--- config.mk ---
export PLATFORM = sky130hd
export DESIGN_NAME = frame_stuffer
export DESIGN_NICKNAME = d
export VERILOG_FILES = /design/src/rtl/fstuff_pkg.sv /design/src/rtl/fs_burst_meter.sv /design/src/rtl/fs_byte_mux.sv /design/src/rtl/fs_frame_fsm.sv /design/src/rtl/frame_stuffer.sv
export SDC_FILE = /design/constraint.sdc
export NUM_CORES = 1
export LEC_CHECK = 0
export BUFFER_PORTS_ARGS = -buffer_cell sky130_fd_sc_hd__buf_2
export CAP_MARGIN = 20
export CORE_UTILIZATION = 40
export DETAILED_ROUTE_END_ITERATION = 10
export HOLD_SLACK_MARGIN = 0.06
export MAX_ROUTING_LAYER = met4
export PLACE_DENSITY = 0.7
export SETUP_SLACK_MARGIN = 0.4
export SYNTH_ARGS = -nofsm -noshare
export SYNTH_HDL_FRONTEND = slang
export SYNTH_HIERARCHICAL = 1
export SYNTH_SLANG_ARGS = --single-unit
--- constraint.sdc ---
create_clock -name clk -period 11.6 [get_ports clk]
set_clock_uncertainty 0.2 [all_clocks]
set_input_delay 3.48 -clock clk [delete_from_list [all_inputs] [get_ports clk]]
set_output_delay 3.48 -clock clk [all_outputs]
set_load 0.01 [all_outputs]
--- src/rtl/fstuff_pkg.sv ---
package fstuff_pkg;

    localparam int          FS_BYTE_W = 8;
    localparam logic [7:0]  FS_DELIM  = 8'h02;
    localparam logic [7:0]  FS_ESCAPE = 8'h10;

    typedef enum logic [2:0] {
        ST_IDLE,
        ST_OPEN,
        ST_BODY,
        ST_ESCD,
        ST_CLOSE
    } fs_state_e;

    typedef enum logic [1:0] {
        SEL_NONE,
        SEL_DELIM,
        SEL_ESC,
        SEL_DATA
    } fs_sel_e;

    typedef struct packed {
        logic start;
        logic finish;
        logic emit;
        logic take;
    } fs_ctl_t;

    function automatic logic fs_needs_escape(input logic [FS_BYTE_W-1:0] b);
        return (b == FS_DELIM) || (b == FS_ESCAPE);
    endfunction

endpackage

--- src/rtl/fs_burst_meter.sv ---
module fs_burst_meter
    import fstuff_pkg::*;
#(
    parameter int FIFO_DEPTH = 64,
    parameter int RESERVE    = 2,
    localparam int CNT_W     = $clog2(FIFO_DEPTH + 1),
    localparam int LIMIT     = FIFO_DEPTH - RESERVE
) (
    input  logic             clk,
    input  logic             rst,
    input  fs_ctl_t          ctl_i,
    output logic             room_o,
    output logic [CNT_W-1:0] taken_o
);

    logic [CNT_W-1:0] emitted_q;
    logic [CNT_W-1:0] taken_q;
    logic [CNT_W-1:0] last_q;

    assign room_o  = (emitted_q < CNT_W'(LIMIT));
    assign taken_o = last_q;

    always_ff @(posedge clk) begin
        if (rst) begin
            emitted_q <= '0;
            taken_q   <= '0;
            last_q    <= '0;
        end else begin
            if (ctl_i.start) begin
                emitted_q <= '0;
                taken_q   <= '0;
            end else begin
                if (ctl_i.emit) emitted_q <= emitted_q + CNT_W'(1);
                if (ctl_i.take) taken_q   <= taken_q + CNT_W'(1);
            end
            if (ctl_i.finish) last_q <= taken_q + (ctl_i.take ? CNT_W'(1) : CNT_W'(0));
        end
    end

endmodule

--- src/rtl/fs_byte_mux.sv ---
module fs_byte_mux
    import fstuff_pkg::*;
(
    input  fs_sel_e              sel_i,
    input  logic [FS_BYTE_W-1:0] data_i,
    output logic [FS_BYTE_W-1:0] byte_o
);

    always_comb begin
        unique case (sel_i)
            SEL_DELIM: byte_o = FS_DELIM;
            SEL_ESC:   byte_o = FS_ESCAPE;
            SEL_DATA:  byte_o = data_i;
            default:   byte_o = '0;
        endcase
    end

endmodule

--- src/rtl/fs_frame_fsm.sv ---
module fs_frame_fsm
    import fstuff_pkg::*;
(
    input  logic    clk,
    input  logic    rst,
    input  logic    abort_i,
    input  logic    in_valid_i,
    input  logic    in_last_i,
    input  logic    needs_esc_i,
    input  logic    fifo_empty_i,
    input  logic    room_i,
    output fs_ctl_t ctl_o,
    output fs_sel_e sel_o,
    output logic    frame_open_o
);

    fs_state_e st_q, st_d;
    logic      open_q;
    logic      open_set, open_clr;

    always_comb begin
        st_d     = st_q;
        ctl_o    = '0;
        sel_o    = SEL_NONE;
        open_set = 1'b0;
        open_clr = 1'b0;
        unique case (st_q)
            ST_IDLE: begin
                if (fifo_empty_i && in_valid_i) begin
                    ctl_o.start = 1'b1;
                    st_d        = open_q ? ST_BODY : ST_OPEN;
                end
            end
            ST_OPEN: begin
                sel_o      = SEL_DELIM;
                ctl_o.emit = 1'b1;
                open_set   = 1'b1;
                st_d       = ST_BODY;
            end
            ST_BODY: begin
                if (in_valid_i && room_i) begin
                    ctl_o.emit = 1'b1;
                    if (needs_esc_i) begin
                        sel_o = SEL_ESC;
                        st_d  = ST_ESCD;
                    end else begin
                        sel_o      = SEL_DATA;
                        ctl_o.take = 1'b1;
                        st_d       = in_last_i ? ST_CLOSE : ST_BODY;
                    end
                end else begin
                    ctl_o.finish = 1'b1;
                    st_d         = ST_IDLE;
                end
            end
            ST_ESCD: begin
                if (in_valid_i) begin
                    sel_o      = SEL_DATA;
                    ctl_o.emit = 1'b1;
                    ctl_o.take = 1'b1;
                    st_d       = in_last_i ? ST_CLOSE : ST_BODY;
                end
            end
            ST_CLOSE: begin
                sel_o        = SEL_DELIM;
                ctl_o.emit   = 1'b1;
                ctl_o.finish = 1'b1;
                open_clr     = 1'b1;
                st_d         = ST_IDLE;
            end
            default: st_d = ST_IDLE;
        endcase
        if (abort_i) begin
            ctl_o        = '0;
            ctl_o.finish = (st_q != ST_IDLE);
            sel_o        = SEL_NONE;
            open_set     = 1'b0;
            open_clr     = 1'b1;
            st_d         = ST_IDLE;
        end
    end

    always_ff @(posedge clk) begin
        if (rst) begin
            st_q   <= ST_IDLE;
            open_q <= 1'b0;
        end else begin
            st_q <= st_d;
            if (open_clr)      open_q <= 1'b0;
            else if (open_set) open_q <= 1'b1;
        end
    end

    assign frame_open_o = open_q;

endmodule

--- src/rtl/frame_stuffer.sv ---
module frame_stuffer
    import fstuff_pkg::*;
#(
    parameter int FIFO_DEPTH = 64,
    parameter int RESERVE    = 2,
    localparam int CNT_W     = $clog2(FIFO_DEPTH + 1)
) (
    input  logic             clk,
    input  logic             rst,
    input  logic             abort_i,
    input  logic [7:0]       in_data_i,
    input  logic             in_valid_i,
    input  logic             in_last_i,
    output logic             in_ready_o,
    output logic [7:0]       out_data_o,
    output logic             out_valid_o,
    input  logic             fifo_empty_i,
    output logic             frame_open_o,
    output logic [CNT_W-1:0] burst_taken_o
);

    fs_ctl_t ctl;
    fs_sel_e sel;
    logic    room;
    logic    needs_esc;

    assign needs_esc = fs_needs_escape(in_data_i);

    fs_frame_fsm u_fsm (
        .clk          (clk),
        .rst          (rst),
        .abort_i      (abort_i),
        .in_valid_i   (in_valid_i),
        .in_last_i    (in_last_i),
        .needs_esc_i  (needs_esc),
        .fifo_empty_i (fifo_empty_i),
        .room_i       (room),
        .ctl_o        (ctl),
        .sel_o        (sel),
        .frame_open_o (frame_open_o)
    );

    fs_burst_meter #(
        .FIFO_DEPTH (FIFO_DEPTH),
        .RESERVE    (RESERVE)
    ) u_meter (
        .clk     (clk),
        .rst     (rst),
        .ctl_i   (ctl),
        .room_o  (room),
        .taken_o (burst_taken_o)
    );

    fs_byte_mux u_mux (
        .sel_i  (sel),
        .data_i (in_data_i),
        .byte_o (out_data_o)
    );

    assign in_ready_o  = ctl.take;
    assign out_valid_o = ctl.emit;

endmodule

==> impl_metrics.ini <==
[place]
port_buffers = 31
place_congestion = 0.793
detailed_place.area_um2 = 1530
hpwl_mm = 2.19

[logic_synthesis]
synth_top_area_cell = dfxtp_1
synth.net_count = 181
synth_cells = 163
ys_types = 41
netlist_area_um2 = 1370
ys_seq_elements = 25
netlist.area_leader.share_pct = 36.5
ys_top_cells_by_area = dfxtp_1 36%, nor2_1 6.6%, xor2_1 5.1%, a211oi_1 3.8%, a21oi_1 3.6%
async_flop_share_pct = 0
synth_edf_count = 0
syn_avg_cell_area_um2 = 8.41
ys.flop_type = dfxtp_1
ys_seq_area_share_pct = 36.5
yosysWarningCount = 6

[clock_network]
cts_resized = 0
root_buffer = clkbuf_4
clk-insertion-delay-late_ns = 0.33
clk_path_buf_depth = 2
cts_tree = done
htreeDepth = 1
path_clk_slew_ns = 0.15
cts_hold_buf = 0
numCtsBuffers = 3
cts_setup_buffers = 0
numClockSinks = 25

[setup_path]
r2r_cells = 9
path_max_fanout = 8
cp.required_ns = 7.92
crit_type = in2out
start_kind = primary input
cp.arrival_ns = 5.30
endpoint_kind = output port

[global_route]
overflow = 0
grt_pass1_wl_mm = 4.83
grt_pass1_vias = 1172
antenna_found_initial = 0
grtUsageTotal_pct = 17.8
grt_max_degree = 17

[cells_and_area]
fin_nets = 208
syn_to_final_growth_pct = 14.1
design_area_um2 = 1560
nFillCells = 313
layout_commonest_cell = buf_2
final_cell_mix = 31 x buf_2, 25 x dfxtp_1, 24 x nor2_1
antenna_cells_inserted = 0
drive_above_1_share_pct = 21.7

[route]
ant_nets = 0
dr.max_layer_used = met4
drtPass1Iterations = 4
drc = 0
first_iter_violations = 69
drt_wl_total_mm = 2.86
dr_wl_met3_um = 146
wl_met2_mm = 1.46
wl_per_cell_um = 12.3
vias = 1249
vias_per_cell = 5.36
wl_met1_mm = 1.25

[pwr]
ir_worst_vdd_uv = 81.5
p_comb_share_pct = 9.2
p_seq_share_pct = 61.1
clockPowerShare_pct = 29.6
netSwitchingPower_uw = 37.3
power.leakage_uw = 0.000651
powerDensity_nw_per_um2 = 92.2
swShare_pct = 25.9
p_int_uw = 107

[timing]
fmax_mhz = 111
period_share_pct = 77.4
hold_violations = 0
grt_setup_unrepaired = false
fin_crit_ns = 8.98
slew_violations = 0
tns_ns = 0
setup_viol = 0
tightest_slew_ns = 0.909
maxSlewHeadroom_pct = 39.1

[floorplan]
ioPinCount = 32
die-width_um = 60.6
die_y_um = 60.6
num_rows = 20
start_util_pct = 43.5
coreArea_um2 = 3150
dieArea_um2 = 3670

[hold_path]
hold_class = reg2reg
hold_depth = 2

[outcome]
outcome = finished, final reports clean

[flow_run]
maxCapViolations = 0
stage by stage:
stage	utilization (%)	total power, uW	hold WS, ns	setup slack [ns]	instances
floorplan	-	98.2	0.258	2.92	163
global placement	48.6	103	0.267	2.70	229
detailed placement	48.6	103	0.280	2.63	229
CTS	49.6	147	0.299	2.62	233
global route	49.6	151	0.326	2.48	233
finish	49.6	144	0.293	2.62	233
per-layer routing:
metal / vias to the layer above / GRT usage, %
li1: 636 / -
met2: 28 / 30.5
met1: 583 / 20.5
met4: 0 / 3.57
met5: - / -
met3: 2 / 5.33
sequential cells by signal (all words and copies together) (netlist names):
signal,flops
u_meter/emitted_q,7
u_fsm/frame_open_o,1
u_meter/taken_q,7
u_fsm/st_q,3
u_meter/taken_o,7
worst max-delay path, cell delays in order:
cell and delay [ns]:
buf_2 0.11, or4_1 0.54, nor4_2 0.31, nor2_1 0.12
a221oi_1 0.26, a211oi_1 0.15, and3_1 0.20, buf_2 0.13
final cells by class:
type | count | area (um2) | share of cell area (%)
multi-input cells | 125 | 807 | 51.6
flip-flops and latches | 25 | 500 | 32.0
repair buffers | 31 | 155 | 9.92
well taps | 44 | 55.1 | 3.52
clock buffers | 3 | 22.5 | 1.44
inverters | 4 | 15.0 | 0.960
clock inverters | 1 | 8.76 | 0.560
final timing paths:
kind	start	end	slack, ns
setup / recovery	in_data_i[5]	out_data_o[5]	2.62
hold / removal	u_meter/taken_o[5]	u_meter/taken_o[5]	0.29
setup reg to reg	u_meter/emitted_q[2]	u_meter/emitted_q[6]	8.53
hold reg to reg	u_meter/taken_o[5]	u_meter/taken_o[5]	0.29
cells by family (layout without fill, tap and decap cells):
group / count (synthesis) / in the layout / synth area share, %
fa+ha+maj: 4 / 4 / 3.65
buf+inv: 13 / 39 / 4.65
flops: 25 / 25 / 36.5
simple gates: 70 / 70 / 27.2
xor+xnor: 12 / 12 / 7.66
compound gates: 35 / 35 / 17.4
mux: 4 / 4 / 2.92
cell usage after synthesis (2+ instances only):
| cell | instances |
|---|---|
| a211oi_1 | 7 |
| a21boi_1 | 2 |
| a21oi_1 | 10 |
| a221oi_1 | 2 |
| a311oi_1 | 2 |
| and2b_1 | 2 |
| and3_1 | 7 |
| buf_2 | 2 |
| clkbuf_1 | 4 |
| dfxtp_1 | 25 |
| ha_1 | 4 |
| inv_1 | 4 |
| mux2i_1 | 4 |
| nand2_1 | 10 |
| nand2b_1 | 2 |
| nand3_1 | 2 |
| nand3b_1 | 2 |
| nand4_1 | 5 |
| nor2_1 | 24 |
| o21ai_0 | 6 |
| or2_2 | 2 |
| or3_1 | 6 |
| xnor2_1 | 4 |
| xor2_1 | 8 |
power by group through the flow:
| stage | combinational, uW | clock [uW] | sequential, uW |
|---|---|---|---|
| finish | 13.3 | 42.7 | 88.1 |
| global placement | 12.9 | 0 | 90.0 |
| global route | 15.1 | 47.9 | 88.4 |
| floorplan | 8.20 | 0 | 90.0 |
| detailed placement | 13.2 | 0 | 90.0 |
| CTS | 13.3 | 45.1 | 88.2 |
(Power assumes the default switching activity.)
